==> src/rtl/trap_pkg.sv <==
package trap_pkg;

  typedef enum logic [1:0] {
    EV_NONE  = 2'd0,
    EV_IRQ   = 2'd1,
    EV_FAULT = 2'd2,
    EV_RET   = 2'd3
  } trap_ev_e;

  // Saved status layout: bit 1 = mode (1 user), bit 0 = interrupt enable.
  function automatic logic [1:0] pack_status(input logic user, input logic ie);
    return {user, ie};
  endfunction

  function automatic logic status_user(input logic [1:0] st);
    return st[1];
  endfunction

  function automatic logic status_ie(input logic [1:0] st);
    return st[0];
  endfunction

  function automatic logic is_trap(input trap_ev_e ev);
    return (ev == EV_IRQ) || (ev == EV_FAULT);
  endfunction

endpackage

==> src/rtl/trap_arbiter.sv <==
module trap_arbiter
  import trap_pkg::*;
(
  input  logic     issue_valid,
  input  logic     irq_pending,
  input  logic     irq_en,
  input  logic     fault_req,
  input  logic     ret_req,
  output trap_ev_e ev,
  output logic     irq_take
);

  always_comb begin
    irq_take = issue_valid && irq_pending && irq_en;
    if (irq_take)       ev = EV_IRQ;
    else if (fault_req) ev = EV_FAULT;
    else if (ret_req)   ev = EV_RET;
    else                ev = EV_NONE;
  end

endmodule

==> src/rtl/trap_priv_state.sv <==
module trap_priv_state
  import trap_pkg::*;
(
  input  logic       clk,
  input  logic       rst_n,
  input  trap_ev_e   ev,
  input  logic       status_we,
  input  logic [1:0] status_wdata,
  output logic       mode_user,
  output logic       irq_en,
  output logic [1:0] saved_st
);

  logic trap_now;
  logic ret_now;
  assign trap_now = is_trap(ev);
  assign ret_now  = (ev == EV_RET);

  always_ff @(posedge clk) begin
    if (!rst_n) begin
      mode_user <= 1'b0;
      irq_en    <= 1'b0;
      saved_st  <= 2'b00;
    end else if (trap_now) begin
      saved_st  <= pack_status(mode_user, irq_en);
      mode_user <= 1'b0;
      irq_en    <= 1'b0;
    end else begin
      if (ret_now) begin
        mode_user <= status_user(saved_st);
        irq_en    <= status_ie(saved_st);
      end
      if (status_we) saved_st <= status_wdata;
    end
  end

  assert_trap_priv_R5: assert property (@(posedge clk) disable iff (!rst_n)
    trap_now |=> (!mode_user && !irq_en));

  assert_trap_pack_R2: assert property (@(posedge clk) disable iff (!rst_n)
    trap_now |=> (saved_st[1] == $past(mode_user) && saved_st[0] == $past(irq_en)));

  assert_ret_restore_R8: assert property (@(posedge clk) disable iff (!rst_n)
    ret_now |=> (mode_user == $past(saved_st[1]) && irq_en == $past(saved_st[0])));

endmodule

==> src/rtl/trap_csr_file.sv <==
module trap_csr_file
  import trap_pkg::*;
#(
  parameter int unsigned           XLEN      = 32,
  parameter int unsigned           CAUSE_W   = 8,
  parameter logic [CAUSE_W-1:0]    IRQ_CAUSE = 8'h80
) (
  input  logic               clk,
  input  logic               rst_n,
  input  trap_ev_e           ev,
  input  logic [XLEN-1:0]    issue_pc,
  input  logic [CAUSE_W-1:0] fault_cause,
  input  logic [XLEN-1:0]    fault_addr,
  input  logic               vec_we,
  input  logic [XLEN-1:0]    vec_wdata,
  input  logic               scratch_we,
  input  logic [XLEN-1:0]    scratch_wdata,
  output logic [XLEN-1:0]    epc,
  output logic [CAUSE_W-1:0] cause,
  output logic [XLEN-1:0]    badaddr,
  output logic [XLEN-1:0]    vec,
  output logic [XLEN-1:0]    scratch,
  output logic [XLEN-1:0]    pc_next,
  output logic               redirect
);

  logic trap_now;
  logic irq_now;
  logic ret_now;
  assign trap_now = is_trap(ev);
  assign irq_now  = (ev == EV_IRQ);
  assign ret_now  = (ev == EV_RET);

  always_ff @(posedge clk) begin
    if (!rst_n) begin
      epc      <= '0;
      cause    <= '0;
      badaddr  <= '0;
      pc_next  <= '0;
      redirect <= 1'b0;
    end else begin
      redirect <= trap_now || ret_now;
      if (trap_now) begin
        epc     <= issue_pc;
        cause   <= irq_now ? IRQ_CAUSE : fault_cause;
        badaddr <= irq_now ? '0 : fault_addr;
        pc_next <= vec;
      end else if (ret_now) begin
        pc_next <= epc;
      end
    end
  end

  always_ff @(posedge clk) begin
    if (!rst_n) begin
      vec     <= '0;
      scratch <= '0;
    end else begin
      if (vec_we)     vec     <= vec_wdata;
      if (scratch_we) scratch <= scratch_wdata;
    end
  end

  assert_trap_epc_R3: assert property (@(posedge clk) disable iff (!rst_n)
    trap_now |=> (epc == $past(issue_pc)));

  assert_trap_vec_R5: assert property (@(posedge clk) disable iff (!rst_n)
    trap_now |=> (redirect && pc_next == $past(vec)));

  assert_irq_cause_R4: assert property (@(posedge clk) disable iff (!rst_n)
    irq_now |=> (cause == IRQ_CAUSE && badaddr == '0));

  assert_ret_target_R8: assert property (@(posedge clk) disable iff (!rst_n)
    ret_now |=> (redirect && pc_next == $past(epc)));

  assert_quiet_hold_R11: assert property (@(posedge clk) disable iff (!rst_n)
    (ev == EV_NONE) |=> (!redirect && $stable(pc_next)));

endmodule

==> src/rtl/trap_entry_unit.sv <==
module trap_entry_unit
  import trap_pkg::*;
#(
  parameter int unsigned        XLEN      = 32,
  parameter int unsigned        CAUSE_W   = 8,
  parameter logic [CAUSE_W-1:0] IRQ_CAUSE = 8'h80
) (
  input  logic               clk,
  input  logic               rst_n,
  input  logic               issue_valid,
  input  logic [XLEN-1:0]    issue_pc,
  input  logic               fault_req,
  input  logic [CAUSE_W-1:0] fault_cause,
  input  logic [XLEN-1:0]    fault_addr,
  input  logic               irq_pending,
  output logic               irq_ack,
  input  logic               ret_req,
  input  logic               vec_we,
  input  logic [XLEN-1:0]    vec_wdata,
  input  logic               scratch_we,
  input  logic [XLEN-1:0]    scratch_wdata,
  input  logic               status_we,
  input  logic [1:0]         status_wdata,
  output logic [XLEN-1:0]    pc_next,
  output logic               redirect,
  output logic               mode_user,
  output logic               irq_en,
  output logic [XLEN-1:0]    epc,
  output logic [CAUSE_W-1:0] cause,
  output logic [XLEN-1:0]    badaddr,
  output logic [XLEN-1:0]    estatus,
  output logic [XLEN-1:0]    vec,
  output logic [XLEN-1:0]    scratch
);

  localparam int unsigned PAD_W = XLEN - 2;

  trap_ev_e   ev;
  logic       irq_take;
  logic [1:0] saved_st;

  trap_arbiter u_arb (
    .issue_valid (issue_valid),
    .irq_pending (irq_pending),
    .irq_en      (irq_en),
    .fault_req   (fault_req),
    .ret_req     (ret_req),
    .ev          (ev),
    .irq_take    (irq_take)
  );

  trap_priv_state u_priv (
    .clk          (clk),
    .rst_n        (rst_n),
    .ev           (ev),
    .status_we    (status_we),
    .status_wdata (status_wdata),
    .mode_user    (mode_user),
    .irq_en       (irq_en),
    .saved_st     (saved_st)
  );

  trap_csr_file #(
    .XLEN      (XLEN),
    .CAUSE_W   (CAUSE_W),
    .IRQ_CAUSE (IRQ_CAUSE)
  ) u_csr (
    .clk           (clk),
    .rst_n         (rst_n),
    .ev            (ev),
    .issue_pc      (issue_pc),
    .fault_cause   (fault_cause),
    .fault_addr    (fault_addr),
    .vec_we        (vec_we),
    .vec_wdata     (vec_wdata),
    .scratch_we    (scratch_we),
    .scratch_wdata (scratch_wdata),
    .epc           (epc),
    .cause         (cause),
    .badaddr       (badaddr),
    .vec           (vec),
    .scratch       (scratch),
    .pc_next       (pc_next),
    .redirect      (redirect)
  );

  assign irq_ack = irq_take;
  assign estatus = {{PAD_W{1'b0}}, saved_st};

  // the interrupt is never acknowledged while masked by the state module.
  assert_masked_no_ack_R6: assert property (@(posedge clk) disable iff (!rst_n)
    !irq_en |-> !irq_ack);

  // an acknowledged interrupt records the interrupt cause, even against a fault.
  assert_irq_wins_R7: assert property (@(posedge clk) disable iff (!rst_n)
    (irq_ack && fault_req) |=> (cause == IRQ_CAUSE));

  // upper saved-status bits stay zero.
  assert_status_upper_R9: assert property (@(posedge clk) disable iff (!rst_n)
    estatus[XLEN-1:2] == '0);

  // fault codes never collide with the interrupt code.
  assert_cause_distinct_R4: assert property (@(posedge clk) disable iff (!rst_n)
    fault_req |-> (fault_cause != IRQ_CAUSE));

endmodule

==> config.mk <==
export PLATFORM = sky130hd
export DESIGN_NAME = trap_entry_unit
export DESIGN_NICKNAME = d
export VERILOG_FILES = /design/src/rtl/trap_pkg.sv /design/src/rtl/trap_arbiter.sv /design/src/rtl/trap_priv_state.sv /design/src/rtl/trap_csr_file.sv /design/src/rtl/trap_entry_unit.sv
export SDC_FILE = /design/constraint.sdc
export NUM_CORES = 1
export LEC_CHECK = 0
export ABC_AREA = 0
export CORE_ASPECT_RATIO = 0.75
export CORE_UTILIZATION = 35
export DETAILED_ROUTE_END_ITERATION = 8
export GPL_ROUTABILITY_DRIVEN = 0
export PLACE_DENSITY = 0.71
export SKIP_LAST_GASP = 1
export SLEW_MARGIN = 15
export SYNTH_ARGS = -nofsm -noshare
export SYNTH_HDL_FRONTEND = slang
export SYNTH_SLANG_ARGS = --single-unit
==> constraint.sdc <==
create_clock -name clk -period 1.6 [get_ports clk]
set_input_delay 0.32 -clock clk [delete_from_list [all_inputs] [get_ports clk]]
set_output_delay 0.32 -clock clk [all_outputs]
set_load 0.03 [all_outputs]
Yosys cells after proc, flatten, opt, wreduce, memory -nomap -nowiden

Cells that the tools add are included.

Bits of input ports: 147
Word-level logic and storage cells: 30
Register bits after elaboration: 173
Output and inout port bits: 204

Equal/unequal tests: 3
Bitwise logic cells: 1
Mux-type cells: 9
Reduce and logical (&&, ||, !) cells: 7

Operator list:

| cell                                                 | number |
|---|---|
| 2-to-1 mux 32 bit                                    | 3 |
| 2-to-1 mux 2 bit                                     | 5 |
| 2-to-1 mux 8 bit                                     | 1 |
| equality test 2 bit (second input constant)          | 2 |
| nonzero test 2 bit                                   | 2 |
| equality test 2 x 1 -> 1 bit (second input constant) | 1 |
| logical AND 1 bit                                    | 2 |
| logical OR 1 bit                                     | 2 |
| OR reduction 2 bit                                   | 1 |
| inverter 1 bit                                       | 1 |

Logic depth before layout (Yosys ltp)

Gate-level depths: netlist (run 1).

Depth after elaboration: 6
Mapped depth: 10
Gate-level depth less buffers: 6

Cells and area by module

From an unflattened synthesis (run 1), not the netlist that was laid out.

Cells, all modules: 687
Area, all modules: 7,572.3 um2

Modules (own cells, without submodules):

| module          | area an instance (um2) | cells each | instances | seq. area each (um2) |
|---|---|---|---|---|
| trap_csr_file   | 7,131.8                | 635        | 1         | 3,383.2 |
| trap_entry_unit | 229.0                  | 31         | 1         | 0.0 |
| trap_priv_state | 181.4                  | 16         | 1         | 80.1 |
| trap_arbiter    | 30.0                   | 5          | 1         | 0.0 |

Least setup slack after synthesis (run 1)

OpenSTA, ideal clock, no wires.

Path type: register -> register
Start point: register u_priv.irq_en
End point: register u_csr.pc_next[10]
Required time: 1.484 ns
Arrival time: 2.038 ns
Setup time: 0.116 ns
Cell stages (with the launch flop): 9
Clock period less this slack: 2.154 ns
Buffers on the path: 2
Setup slack: -0.554 ns
Cells stage by stage: dfxtp_1 nand3_1 inv_1 a21oi_1 ha_1 buf_6 buf_6 mux2_2 o211a_1

Word-level cells in the longest chain between the ends: 5
Elaborated cells between the ends (all ways): 8
Those cells by class: eq/ne (3); mux (2); reduce/logical (3)

RTL lines:

| what                                                                | RTL line              | text |
|---|---|---|
| start, declared                                                     | trap_priv_state.sv:10 | `output logic irq_en,` |
| start signal, assigned                                              | trap_priv_state.sv:31 | `irq_en <= status_ie(saved_st);` |
| logical AND 1 bit *                                                 | trap_arbiter.sv:14    | `irq_take = issue_valid && irq_pending && irq_en;` |
| net irq_ack                                                         | trap_entry_unit.sv:16 | `output logic irq_ack,` |
| 2-to-1 mux 2 bit *                                                  | trap_arbiter.sv:15    | `if (irq_take) ev = EV_IRQ;` |
| equality test 2 x 1 -> 1 bit or equality test 2 bit (tied branches) | trap_pkg.sv:24        | `return (ev == EV_IRQ) \|\| (ev == EV_FAULT);` |
| logical OR 1 bit *                                                  | trap_pkg.sv:24        |  |
| net u_csr.trap_now                                                  | trap_csr_file.sv:27   | `logic trap_now;` |
| 2-to-1 mux 32 bit or nonzero test 2 bit (tied branches)             | n/a                   |  |
| end signal, assigned                                                | trap_csr_file.sv:47   | `pc_next <= vec;` |
| end signal, assigned                                                | trap_csr_file.sv:49   | `pc_next <= epc;` |
| end, declared                                                       | trap_csr_file.sv:23   | `output logic [XLEN-1:0] pc_next,` |

The timed path passes the listed nets; every way through them passes the cells marked *.
A chain may end at the register's enable or synchronous reset.

Worst setup path after layout (run 1)

Start point: register u_priv.irq_en
End point: register u_csr.pc_next[20]

Word-level cells in the longest chain between the ends: 5
Elaborated cells between the ends (all ways): 8
Those cells by class: eq/ne (3); mux (2); reduce/logical (3)

RTL lines:

| what                                                                | RTL line |
|---|---|
| logical AND 1 bit *                                                 | trap_arbiter.sv:14 |
| 2-to-1 mux 2 bit *                                                  | trap_arbiter.sv:15 |
| equality test 2 x 1 -> 1 bit or equality test 2 bit (tied branches) | trap_pkg.sv:24 |
| logical OR 1 bit *                                                  | trap_pkg.sv:24 |
| net u_csr.trap_now                                                  | trap_csr_file.sv:27 |
| 2-to-1 mux 32 bit or nonzero test 2 bit (tied branches)             | n/a |

Marked as above.

==> metrics.md, run 1 <==
| Metric | Value |
|---|---|
| Status | finished, violations left |
| Failing checks | negative setup slack |
| R2R depth | 8 |
| Chip Height | between 100 and 150 um |
| Final-report max-slew violation count | 0 |
| Pwr Total | 12.1 mW |
| Sequential group share of total power | about 40% |
| Sinks on Clock Net | about 170 |
| Placed cells | about 1300 |
| Clk pin slew, worst setup/hold paths | roughly 0.070 ns |
| Net total in the final layout | approximately 1200 |
| Gate power share | 26.4% |
| Power Density | ~960 mW/mm^2 |
| LEAKAGE | roughly 6.3 nW |
| Via count | about 6100 |
| Boundary Pins | 351 |
| PortBufs | 320 |
| # DRC | 0 |
| Max Cap Viol | 0 |
| Dominant cell type by area after synthesis | dfxtp_1 |
| GRT Total Usage | about a fifth |
| H-tree Lvls | 4 |
| CTS Root Cell | clkbuf_16 |
| Starting DRT DRC Count | around 190 |
| Die ar. | about 0.022 sq mm |
| Maximum vdd drop | around 0.00060 V |
| Worst hold path type | in -> reg |
| Critical path type | reg -> reg |
| Via/cell ratio | ~4.6 |
| Grt total ovfl | 0 |
| CP max FO | 8 |
| TritonCTS clock tree | done |
| DR WL/cell | 16.3 um |
| Vias in the first global route | ~5900 |
| RSZ-0062 raised after global routing | yes |
| Rows | 45 |
| Startpoint types | register |
| Num CTS Buffers | 17 |
| Switching portion of total power | 29.7% |
| Cell area after synthesis | between 0.007 and 0.008 sq mm |
| DR pass1 iterations | 5 |
| CTS max path bufs | 2 |
| Post-DP HPWL | 14400 um |
| Crit path arrival time | 2.12 ns |
| Req. time, crit path | between 1.5 and 2 ns |
| Setup TNS | -10.45 ns |
| Initial Utilization | approximately 36% |
| Hold Vio Cnt, Final | 0 |
| Synth top area share | 46.3% |
| Final wirelength | around 22000 um |
| Final Non-Filler Cells | 1340 |
| Setup crit end kind | register |
| Die Wd | 171 um |
| Ant diodes | 0 |
| Remaining antenna violation count | 0 |
| Critical path's slowest cell | dfxtp_4 |
| Global-route wire length before repair | roughly 32000 um |
| Startpoint of the most critical setup path | u_priv.irq_en |
| Setup ws final | -0.214 ns |
| Setup Skew | around 0.0097 ns |
| Final setup vio count | 103 |
| CTS Hold Bufs | 0 |
| Largest net degree at the start of global routing | ~120 |
| Layout area overhead | 68.0% |
| Internal power | 8.50 mW |
| Sequential-to-total area share from yosys stat | a little under half |
| Min Tclk post-route | approximately 1.8 ns |
| Distinct cell type count after synthesis | 22 |
| Crit path cell chain | nand3_4 > clkinv_4 > a21oi_4 > ha_4 > buf_12 > buf_16 > mux2_4 > o211a_1 |
| Top cells by area, synth | dfxtp_1 (46%), mux2i_1 (13%), nor2b_1 (8.1%) |
| Clock power share | roughly 34% |
| Final core utilization | between 60% and 70% |
| Syn Area/Cell | between 10 and 15 sq um |
| Syn. warnings | 0 |
| Gate Count Post-Synth | 690 |
| Fmax | ~0.55 GHz |
| Later-pin clock latency in the skew report | approximately 0.42 ns |
| WHS Path Cells | 3 |
| Initial antenna violation count | 0 |
| HP Start | rst_n |
| Fill count | ~1800 |
| FF+latch count, synth | roughly 170 |
| Core area | 0.0206 sq mm |
| Final worst path period share | 113% |
| Sw Pwr | roughly 3.6 mW |
| CP max stage delay | about 0.36 ns |
| Ratio of cells with drive above 1 in the final layout | a little under a fifth |
| Reg2Reg Launch Point | u_priv.irq_en |
metal layers:
metal,share of wire [%],global-route usage [%],up-vias
li1,-,-,2990
met5,0,0,-
met2,48,32.7,201
met4,1.0,4.88,0
met3,8.2,6.77,19
met1,43,22.4,2902
stage by stage:
step | setup WS (ns) | hold WS [ns] | instance area, sq um
after floorplan | -0.186 | 0.483 | 7760
after global placement | -0.766 | 0.453 | 11100
after detailed placement | -0.799 | 0.456 | 11100
after CTS | -0.220 | 0.373 | 12200
after global routing | -0.268 | 0.369 | 12600
final | -0.214 | 0.384 | 12600
Yosys cell counts (all sizes together):
library cell / number
nand2b: 59
conb: 1
nand3: 1
ha: 3
mux2i: 98
dfxtp: 173
o211a: 34
inv: 3
mux2: 34
or2b: 15
clkbuf: 24
o21ai: 3
nor2b: 97
a21oi: 3
a21boi: 39
nor2: 3
buf: 61
nand3b: 39
final timing paths:
check	endpoint	slack (ns)
worst max-delay path	u_csr.pc_next[20]	-0.21
worst min-delay path	u_csr.pc_next[1]	0.38
worst max register to register	u_csr.pc_next[20]	-0.21
worst min register to register	u_csr.badaddr[19]	0.47
repair_timing:
item | 4_1_cts | 5_1_grt
endpoints found under the setup margin | 281 | 120
endpoints found under the hold margin | 0 | 0
gates resized for setup | 227 | 80
pin swaps | 18 | 33
gates cloned | 13 | 7
buffers inserted | 17 | 8
sequential cells by signal (all words and copies together) (netlist names):
register          count
u_csr.vec            32
u_csr.pc_next        32
u_csr.scratch        32
u_csr.redirect        1
u_csr.cause           8
u_priv.saved_st       2
u_priv.irq_en         1
u_csr.epc            32
u_csr.badaddr        32
u_priv.mode_user      1
placed cells by master, fill, tap and decap left out, drive strengths merged:
cell             n
dfxtp          173
nand2b          59
or2b            15
a21boi          39
mux2i           98
clkbuf          26
mux2            34
ha               3
clkinv           3
bufbuf           1
nor2b           97
clkinvlp         3
clkdlybuf4s50  140
o211a           34
inv              8
nor2             3
o21ai            3
nand3            1
a21oi            3
bufinv           1
dlygate4sd2    164
nand3b          39
buf             71
conb            30
clkdlybuf4s15   10
power by group through the flow:
stage / logic [mW] / clock network [mW] / registers, mW
after floorplan: 1.11 / 0 / 5.48
after global placement: 2.82 / 0 / 4.90
after detailed placement: 2.84 / 0 / 4.90
after CTS: 3.06 / 4.19 / 4.80
after global routing: 3.38 / 4.37 / 4.86
final: 3.20 / 4.08 / 4.82
final cells by class:
cell class	instances	area [sq um]	area share (%)
flip-flops and latches	173	3470	27.6
clock buffers	20	447	3.56
repair buffers	392	4110	32.7
inverters	3	16.3	0.130
well taps	282	353	2.81
clock inverters	12	128	1.02
multi-input cells	458	4040	32.2
logic make-up after synthesis:
logic type,Yosys count,share of synthesized area (%)
and+or+nand+nor,214,18.7
DFF,173,46.3
muxes,132,18.2
buffers and inverters,88,7.31
AOI/OAI and AO/OA,79,8.87
adders and majority gates,3,0.502
other,1,0.0502
worst max-delay path: cells and delay by family, from the launching register on:
kind,cells,cell delay (ns)
buffers and inverters,3,0.37
flip-flops,1,0.36
AO/OA/AOI/OAI,2,0.32
multiplexers,1,0.29
adder cells (fa/ha/maj),1,0.24
AND/OR/NAND/NOR,1,0.11
Power figures use the tool's default switching activity.
==> run 2: changes to the inputs <==
Settings changed: SLEW_MARGIN 15 to 0, SYNTH_HIERARCHICAL set to 1.
==> run 2 against run 1 <==
  * The flow still finishes with violations (negative setup slack)
  * Die area grew 1.3%
  * Critical endpoint is now u_csr/pc_next[21]
  * Combinational power decreased by 9.1%
  * Cell count shrank 0.90%
  * Global-route usage decreased by 0.58 points
  * Utilization down 4.5 points
  * Register-to-register slack got worse by 0.096 ns
  * Clock-buffer cell count stayed put
  * Sequential power hardly changed
  * Flip-flop and latch count is the same
  * First-iteration DRC count grew 1.6%
  * Cell area decreased by 4.9%
  * Sequential share of layout area rose by 1.4 points
==> metrics.md, run 2 <==
| Metric | Value |
|---|---|
| Status | finished, violations left |
| Failing checks | negative setup slack |
| Chip Height | 129 um (+0.63%) |
| Fill count | 1964 (+12%) |
| CTS max path bufs | 2 (unchanged) |
| CTS Hold Bufs | 0 (unchanged) |
| FFs w/ async S/R, synth | 0% (unchanged) |
| Distinct cell type count after synthesis | 24 (+9.1%) |
| Ratio of cells with drive above 1 in the final layout | 13.9% (-5.1 points) |
| Final wirelength | 21600 um (-1.1%) |
| GRT Total Usage | 18.4% (-0.58 points) |
| Clock power share | 35.5% (+1.8 points) |
| TritonCTS clock tree | done |
| Synth top cells by count | dfxtp_1 (173), mux2i_1 (98), nor2b_1 (97), nand2b_1 (57), nand3b_1 (39) |
| Dominant cell type by area after synthesis | dfxtp_1 |
| Crit-path leading delay family | buffers and inverters |
| Fmax | 0.517 GHz (-6.1%) |
| Sequential group share of total power | 40.2% (+0.4 points) |
| Critical path type | in -> reg |
| FF+latch count, synth | 173 (unchanged) |
| Sequential-to-total area share from yosys stat | 45.7% (-0.59 points) |
| CP max stage delay | 0.45 ns (+0.09 ns) |
| Hold WS | 0.331 ns (-0.0528 ns) |
| Storage element area | 0.00347 sq mm (unchanged) |
| Critical path's slowest cell | clkdlybuf4s50_1 |
| Main synth FF type | dfxtp_1 |
| Vias in the first global route | 5714 (-3.5%) |
| Setup TNS | -22.85 ns (-12.40 ns) |
| Sinks on Clock Net | 173 (unchanged) |
| Max Cap Viol | 0 (unchanged) |
| Startpoint types | input port |
| Layout area overhead | 57.8% |
| Largest net degree at the start of global routing | 111 (-3.5%) |
| Via count | 5964 (-2.4%) |
| Hold EP | u_csr/vec[24] |
| Internal power | 8.44 mW (-0.69%) |
| Via/cell ratio | 4.49 (-1.5%) |
| Post-DP HPWL | 14900 um (+3.2%) |
| Post-Synth Simple-Gate Area | 18.7% (-0.023 points) |
| Boundary Pins | 351 (unchanged) |
| Final setup vio count | 104 (+0.97%) |
| Crit path buf inv count | 4 (+1) |
| Synth Area in XOR/XNOR | 0% (unchanged) |
| Final Non-Filler Cells | 1328 (-0.90%) |
| H-tree Lvls | 4 (unchanged) |
| Top cells by area, synth | dfxtp_1 (46%), mux2i_1 (13%), nor2b_1 (8.0%) |
| CP max FO | 5 (-3) |
| EDFF count, synth | 0 (unchanged) |
| Net total in the final layout | 1177 (-1.5%) |
| Remaining antenna violation count | 0 (unchanged) |
| Post-synthesis mux area share | 19.6% (+1.4 points) |
| Crit path cell chain | clkdlybuf4s50_1 > and3_4 > a21o_1 > inv_2 > ha_4 > buf_12 > buf_6 > mux2_4 > o211a_1 |
| Ant diodes | 0 (unchanged) |
| Final-report max-slew violation count | 0 (unchanged) |
| Core area | 0.0212 sq mm (+2.8%) |
| Sw Pwr | 3.52 mW (-2.1%) |
| Die ar. | 0.0222 sq mm (+1.3%) |
| Compound-Gate Fraction of Synth Area | 8.59% (-0.28 points) |
| LEAKAGE | 5.94 nW (-5.1%) |
| Multi-input gate area | 0.00379 sq mm (-6.2%) |
| Adder-Cell Fraction of Synth Area | 0.496% (-0.0064 points) |
| PortBufs | 320 (unchanged) |
| Pre-CTS setup slack | -0.775 ns (+0.0235 ns) |
| Grt total ovfl | 0 (unchanged) |
| Maximum vdd drop | 0.000738 V (+23%) |
| Global-route wire length before repair | 31400 um (-2.3%) |
| Setup ws final | -0.333 ns (-0.119 ns) |
| Final worst path period share | 121% (+7.4 points) |
| Count leader, synth | dfxtp_1 |
| DR pass1 iterations | 4 (-1) |
| Clk pin slew, worst setup/hold paths | 0.07 ns (about the same) |
| Commonest non-fill, non-tap cell in the layout | dfxtp_1 |
| RSZ-0062 raised after global routing | yes |
| Setup Skew | 0.0181 ns (+0.00844 ns) |
| Post-route cell area | 0.0120 sq mm (-4.9%) |
| Gate power share | 24.3% (-2.1 points) |
| Initial Utilization | 35.8% (-0.53 points) |
| Flop2flop setup slack | -0.31 ns (-0.10 ns) |
| Cell area after synthesis | 0.00757 sq mm (+1.3%) |
| Num CTS Buffers | 17 (unchanged) |
| Crit path arrival time | 2.25 ns (+0.13 ns) |
| Reg2reg end | u_csr/pc_next[21] |
| Syn. warnings | 6 (+6) |
| # DRC | 0 (unchanged) |
| Initial antenna violation count | 0 (unchanged) |
| Die Wd | 172 um (+0.64%) |
| Largest family of logic cells by synthesized area | multiplexers |
| Later-pin clock latency in the skew report | 0.42 ns (about the same) |
| Pwr Total | 12.0 mW (-1.1%) |
| WHS Path Cells | 3 (unchanged) |
| Power Density | 1000 mW/mm^2 (+3.9%) |
| DR WL/cell | 16.3 um (-0.23%) |
| Min Tclk post-route | 1.93 ns (+0.119 ns) |
| Hold Vio Cnt, Final | 0 (unchanged) |
| HP Start | vec_we |
| Dpl cell area | 0.0111 sq mm (-0.47%) |
| Placed cells | 1268 (-0.24%) |
| Req. time, crit path | 1.92 ns (about the same) |
| Switching portion of total power | 29.4% (-0.29 points) |
| Reg2Reg Launch Point | u_priv/irq_en |
| Worst hold path type | in -> reg |
| R2R depth | 8 (unchanged) |
| Setup crit end kind | register |
| CTS Root Cell | clkbuf_16 |
| Syn Area/Cell | 11.0 sq um (+1.7%) |
| Gate Count Post-Synth | 687 (-0.43%) |
| Synth top area share | 45.7% (-0.59 points) |
| Starting DRT DRC Count | 195 (+1.6%) |
| Rows | 46 (+2.2%) |
| Commonest non-fill, non-tap cells in the layout | dfxtp_1 (172), dlygate4sd2_1 (159), clkdlybuf4s50_1 (142) |
| Final core utilization | 56.4% (-4.5 points) |
-- run 2: area by class of cell --
type	count	area share, %
inverters	3	0.0942
clock buffers	20	3.74
repair buffers	375	31.1
flip-flops and latches	173	29.0
well taps	288	3.02
clock inverters	12	1.27
multi-input cells	457	31.7
-- run 2: power groups by stage --
stage / clock, mW / combinational (mW) / sequential, mW
floorplan: 0 / 1.09 / 5.47
global placement: 0 / 2.83 / 4.90
detailed placement: 0 / 2.85 / 4.91
CTS: 4.38 / 2.81 / 4.80
global route: 4.54 / 3.08 / 4.84
finish: 4.25 / 2.91 / 4.80
-- run 2: worst max-delay path by stage --
| stage | start | cells after the start | slack (ns) | end |
|---|---|---|---|---|
| after global routing | u_priv/irq_en | 8 | -0.38 | u_csr/pc_next[23] |
| final | issue_valid | 9 | -0.33 | u_csr/pc_next[21] |
| after detailed placement | irq_pending | 8 | -0.78 | u_csr/pc_next[2] |
| after CTS | u_priv/irq_en | 8 | -0.32 | u_csr/pc_next[23] |
| after floorplan | u_priv/irq_en | 8 | -0.38 | u_csr/pc_next[10] |
| after global placement | irq_pending | 8 | -0.76 | u_csr/pc_next[2] |
-- run 2: repair_timing --
action | 4_1_cts | 5_1_grt
buffers inserted | 15 | 11
cloned | 3 | 3
setup endpoints to repair | 273 | 117
gates resized for setup | 191 | 38
pin swaps | 3 | 10
-- run 2: logic make-up (layout without fill, tap and decap cells) --
group | Yosys count | after routing
compound gates | 76 | 76
buf+inv | 86 | 410
other cells | 1 | 30
flops | 173 | 173
mux | 132 | 132
fa+ha+maj | 3 | 3
simple gates | 216 | 216
-- run 2: worst min-delay path, delay by kind of cell --
family / cells / cell delay (ns)
buffers and inverters: 1 / 0.17
muxes: 1 / 0.16
and+or+nand+nor: 1 / 0.06
-- run 2: metal layers --
metal | wire [um] | global-route usage (%) | share of wire [%] | vias to the layer above
met5 | 0 | 0 | 0 | -
met3 | 1800 | 7.03 | 8.3 | 12
met4 | 150 | 4.53 | 0.69 | 0
met1 | 9520 | 22.4 | 44 | 2810
met2 | 10100 | 30.6 | 47 | 198
li1 | - | - | - | 2944
==> run 3: changes to the inputs <==
Settings changed: CTS_BUF_LIST set to sky130_fd_sc_hd__clkbuf_16.
==> run 3 against run 2 <==
  * The run still ends with negative setup slack left
  * Flip-flop and latch count did not move
  * Global-route usage barely moved
  * Non-clock buffer count did not move
  * Utilization barely moved
  * Via count rose by 0.12%
  * Setup slack got worse by 0.0022 ns
  * Hold slack barely moved
  * First-iteration DRC count rose by 2.1%
  * Clock skew rose by 0.00069 ns
  * Routed wire length rose by 0.11%
  * Sequential share of layout area barely moved
  * Critical path depth did not move
  * Critical endpoint unchanged
==> metrics.md, run 3 (same netlist as run 2, synthesis figures left out) <==
| Metric | Value |
|---|---|
| Later-pin clock latency in the skew report | 0.42 ns (about the same) |
| Maximum vdd drop | 0.000738 V (about the same) |
| Rows | 46 (unchanged) |
| Net total in the final layout | 1177 (unchanged) |
| Boundary Pins | 351 (unchanged) |
| Global-route wire length before repair | 31400 um (about the same) |
| Post-DP HPWL | 14900 um (unchanged) |
| Ant diodes | 0 (unchanged) |
| Critical path type | in -> reg |
| Core area | 0.0212 sq mm (unchanged) |
| Crit path arrival time | 2.25 ns (about the same) |
| Via count | 5971 (+0.12%) |
| Startpoint types | input port |
| Commonest non-fill, non-tap cell in the layout | dfxtp_1 |
| Max Cap Viol | 0 (unchanged) |
| Min Tclk post-route | 1.94 ns (+0.00216 ns) |
| Critical path's slowest cell | clkdlybuf4s50_1 |
| Final wirelength | 21600 um (+0.11%) |
| Pre-CTS setup slack | -0.775 ns (unchanged) |
| Ratio of cells with drive above 1 in the final layout | 13.8% (-0.096 points) |
| Initial Utilization | 35.8% (unchanged) |
| Crit path cell chain | clkdlybuf4s50_1 > and3_4 > a21o_1 > inv_2 > ha_4 > buf_12 > buf_6 > mux2_4 > o211a_1 |
| TritonCTS clock tree | done |
| Chip Height | 129 um (unchanged) |
| Vias in the first global route | 5706 (-0.14%) |
| Num CTS Buffers | 17 (unchanged) |
| Clk pin slew, worst setup/hold paths | 0.07 ns (about the same) |
| Die Wd | 172 um (unchanged) |
| Setup Skew | 0.0188 ns (+0.000689 ns) |
| Final worst path period share | 121% (+0.13 points) |
| Grt total ovfl | 0 (unchanged) |
| Worst hold path type | in -> reg |
| DR pass1 iterations | 4 (unchanged) |
| LEAKAGE | 5.94 nW (about the same) |
| # DRC | 0 (unchanged) |
| Fmax | 0.517 GHz (-0.11%) |
| DR WL/cell | 16.3 um (+0.11%) |
| Setup ws final | -0.335 ns (-0.00216 ns) |
| Final Non-Filler Cells | 1328 (unchanged) |
| CTS Root Cell | clkbuf_16 |
| Sinks on Clock Net | 173 (unchanged) |
| CP max FO | 5 (unchanged) |
| Initial antenna violation count | 0 (unchanged) |
| Setup crit end kind | register |
| Pwr Total | 11.9 mW (-0.51%) |
| Final setup vio count | 104 (unchanged) |
| CP max stage delay | 0.45 ns (about the same) |
| Req. time, crit path | 1.92 ns (about the same) |
| Layout area overhead | 57.7% (about the same) |
| Power Density | 997 mW/mm^2 (-0.43%) |
| Status | finished, violations left |
| Die ar. | 0.0222 sq mm (unchanged) |
| GRT Total Usage | 18.4% (about the same) |
| PortBufs | 320 (unchanged) |
| Starting DRT DRC Count | 199 (+2.1%) |
| CTS max path bufs | 2 (unchanged) |
| Hold Vio Cnt, Final | 0 (unchanged) |
| Remaining antenna violation count | 0 (unchanged) |
| Reg2Reg Launch Point | u_priv/irq_en |
| Commonest non-fill, non-tap cells in the layout | dfxtp_1 (172), dlygate4sd2_1 (159), clkdlybuf4s50_1 (142) |
| Failing checks | negative setup slack |
| Startpoint of the most critical setup path | issue_valid |
| Via/cell ratio | 4.50 (+0.12%) |
| Final-report max-slew violation count | 0 (unchanged) |
| RSZ-0062 raised after global routing | yes |
| Placed cells | 1268 (unchanged) |
| Largest net degree at the start of global routing | 111 (unchanged) |
| H-tree Lvls | 4 (unchanged) |
| HP Start | vec_we |
==> run 3: changes by cell type in the layout (fill, tap and decap cells not counted), sizes merged <==
cell    delta
clkbuf     -3
clkinv     +1
inv        +2
==> run 3: critical path: cells and delay by family <==
family | cells | cell delay, ns
muxes | 1 | 0.31
AOI/OAI and AO/OA | 2 | 0.32
and+or+nand+nor | 1 | 0.21
buffers and inverters | 4 | 0.81
adders and majority gates | 1 | 0.29
==> run 3: path summary, 6_finish.rpt <==
path | cells past startpoint | slack, ns | to
setup / recovery | 9 | -0.34 | u_csr/pc_next[21]
hold / removal | 3 | 0.33 | u_csr/vec[24]
hold reg to reg | 2 | 0.46 | u_csr/badaddr[18]
setup reg to reg | 8 | -0.31 | u_csr/pc_next[21]
==> run 3: final cells by class <==
type,instances,area [sq um]
Inverter,3,11.3
Tap cell,288,360
Timing Repair Buffer,375,3720
Clock buffer,17,425
Sequential cell,173,3470
Clock inverter,15,163
Fill cell,1967,9240
Multi-Input combinational cell,457,3790
==> run 3: report_power, final <==
group	switching [mW]	leakage [nW]	internal [mW]	total, mW
clock network	1.85	0.293	2.34	4.19
logic	1.47	4.22	1.43	2.91
registers	0.191	1.43	4.61	4.80
total	3.52	5.94	8.38	11.9
==> run 3: layer usage <==
| metal | GRT usage (%) | vias to the layer above | part of all wire, % |
|---|---|---|---|
| met5 | 0 | - | 0 |
| met1 | 22.6 | 2817 | 44 |
| met4 | 4.53 | 0 | 0.69 |
| li1 | - | 2943 | - |
| met2 | 30.4 | 199 | 47 |
| met3 | 7.03 | 12 | 8.5 |
==> run 3: repair_timing <==
action / in CTS / in global routing
buffers inserted: 15 / 11
hold buffers: 0 / 0
gates cloned: 3 / 3
endpoints found under the setup margin: 273 / 117
resized for setup: 191 / 38
pin swaps: 3 / 10
==> run 3: per-stage QoR <==
step | utilization, % | area [sq um] | hold WS [ns] | TNS [ns]
final | 56.4 | 11900 | 0.331 | -22.88
after global routing | 56.4 | 11900 | 0.342 | -29.27
after CTS | 55.4 | 11700 | 0.317 | -22.17
after detailed placement | 52.3 | 11100 | 0.454 | -68.47
after global placement | 52.3 | 11100 | 0.452 | -67.47
after floorplan | - | 7700 | 0.453 | -28.29
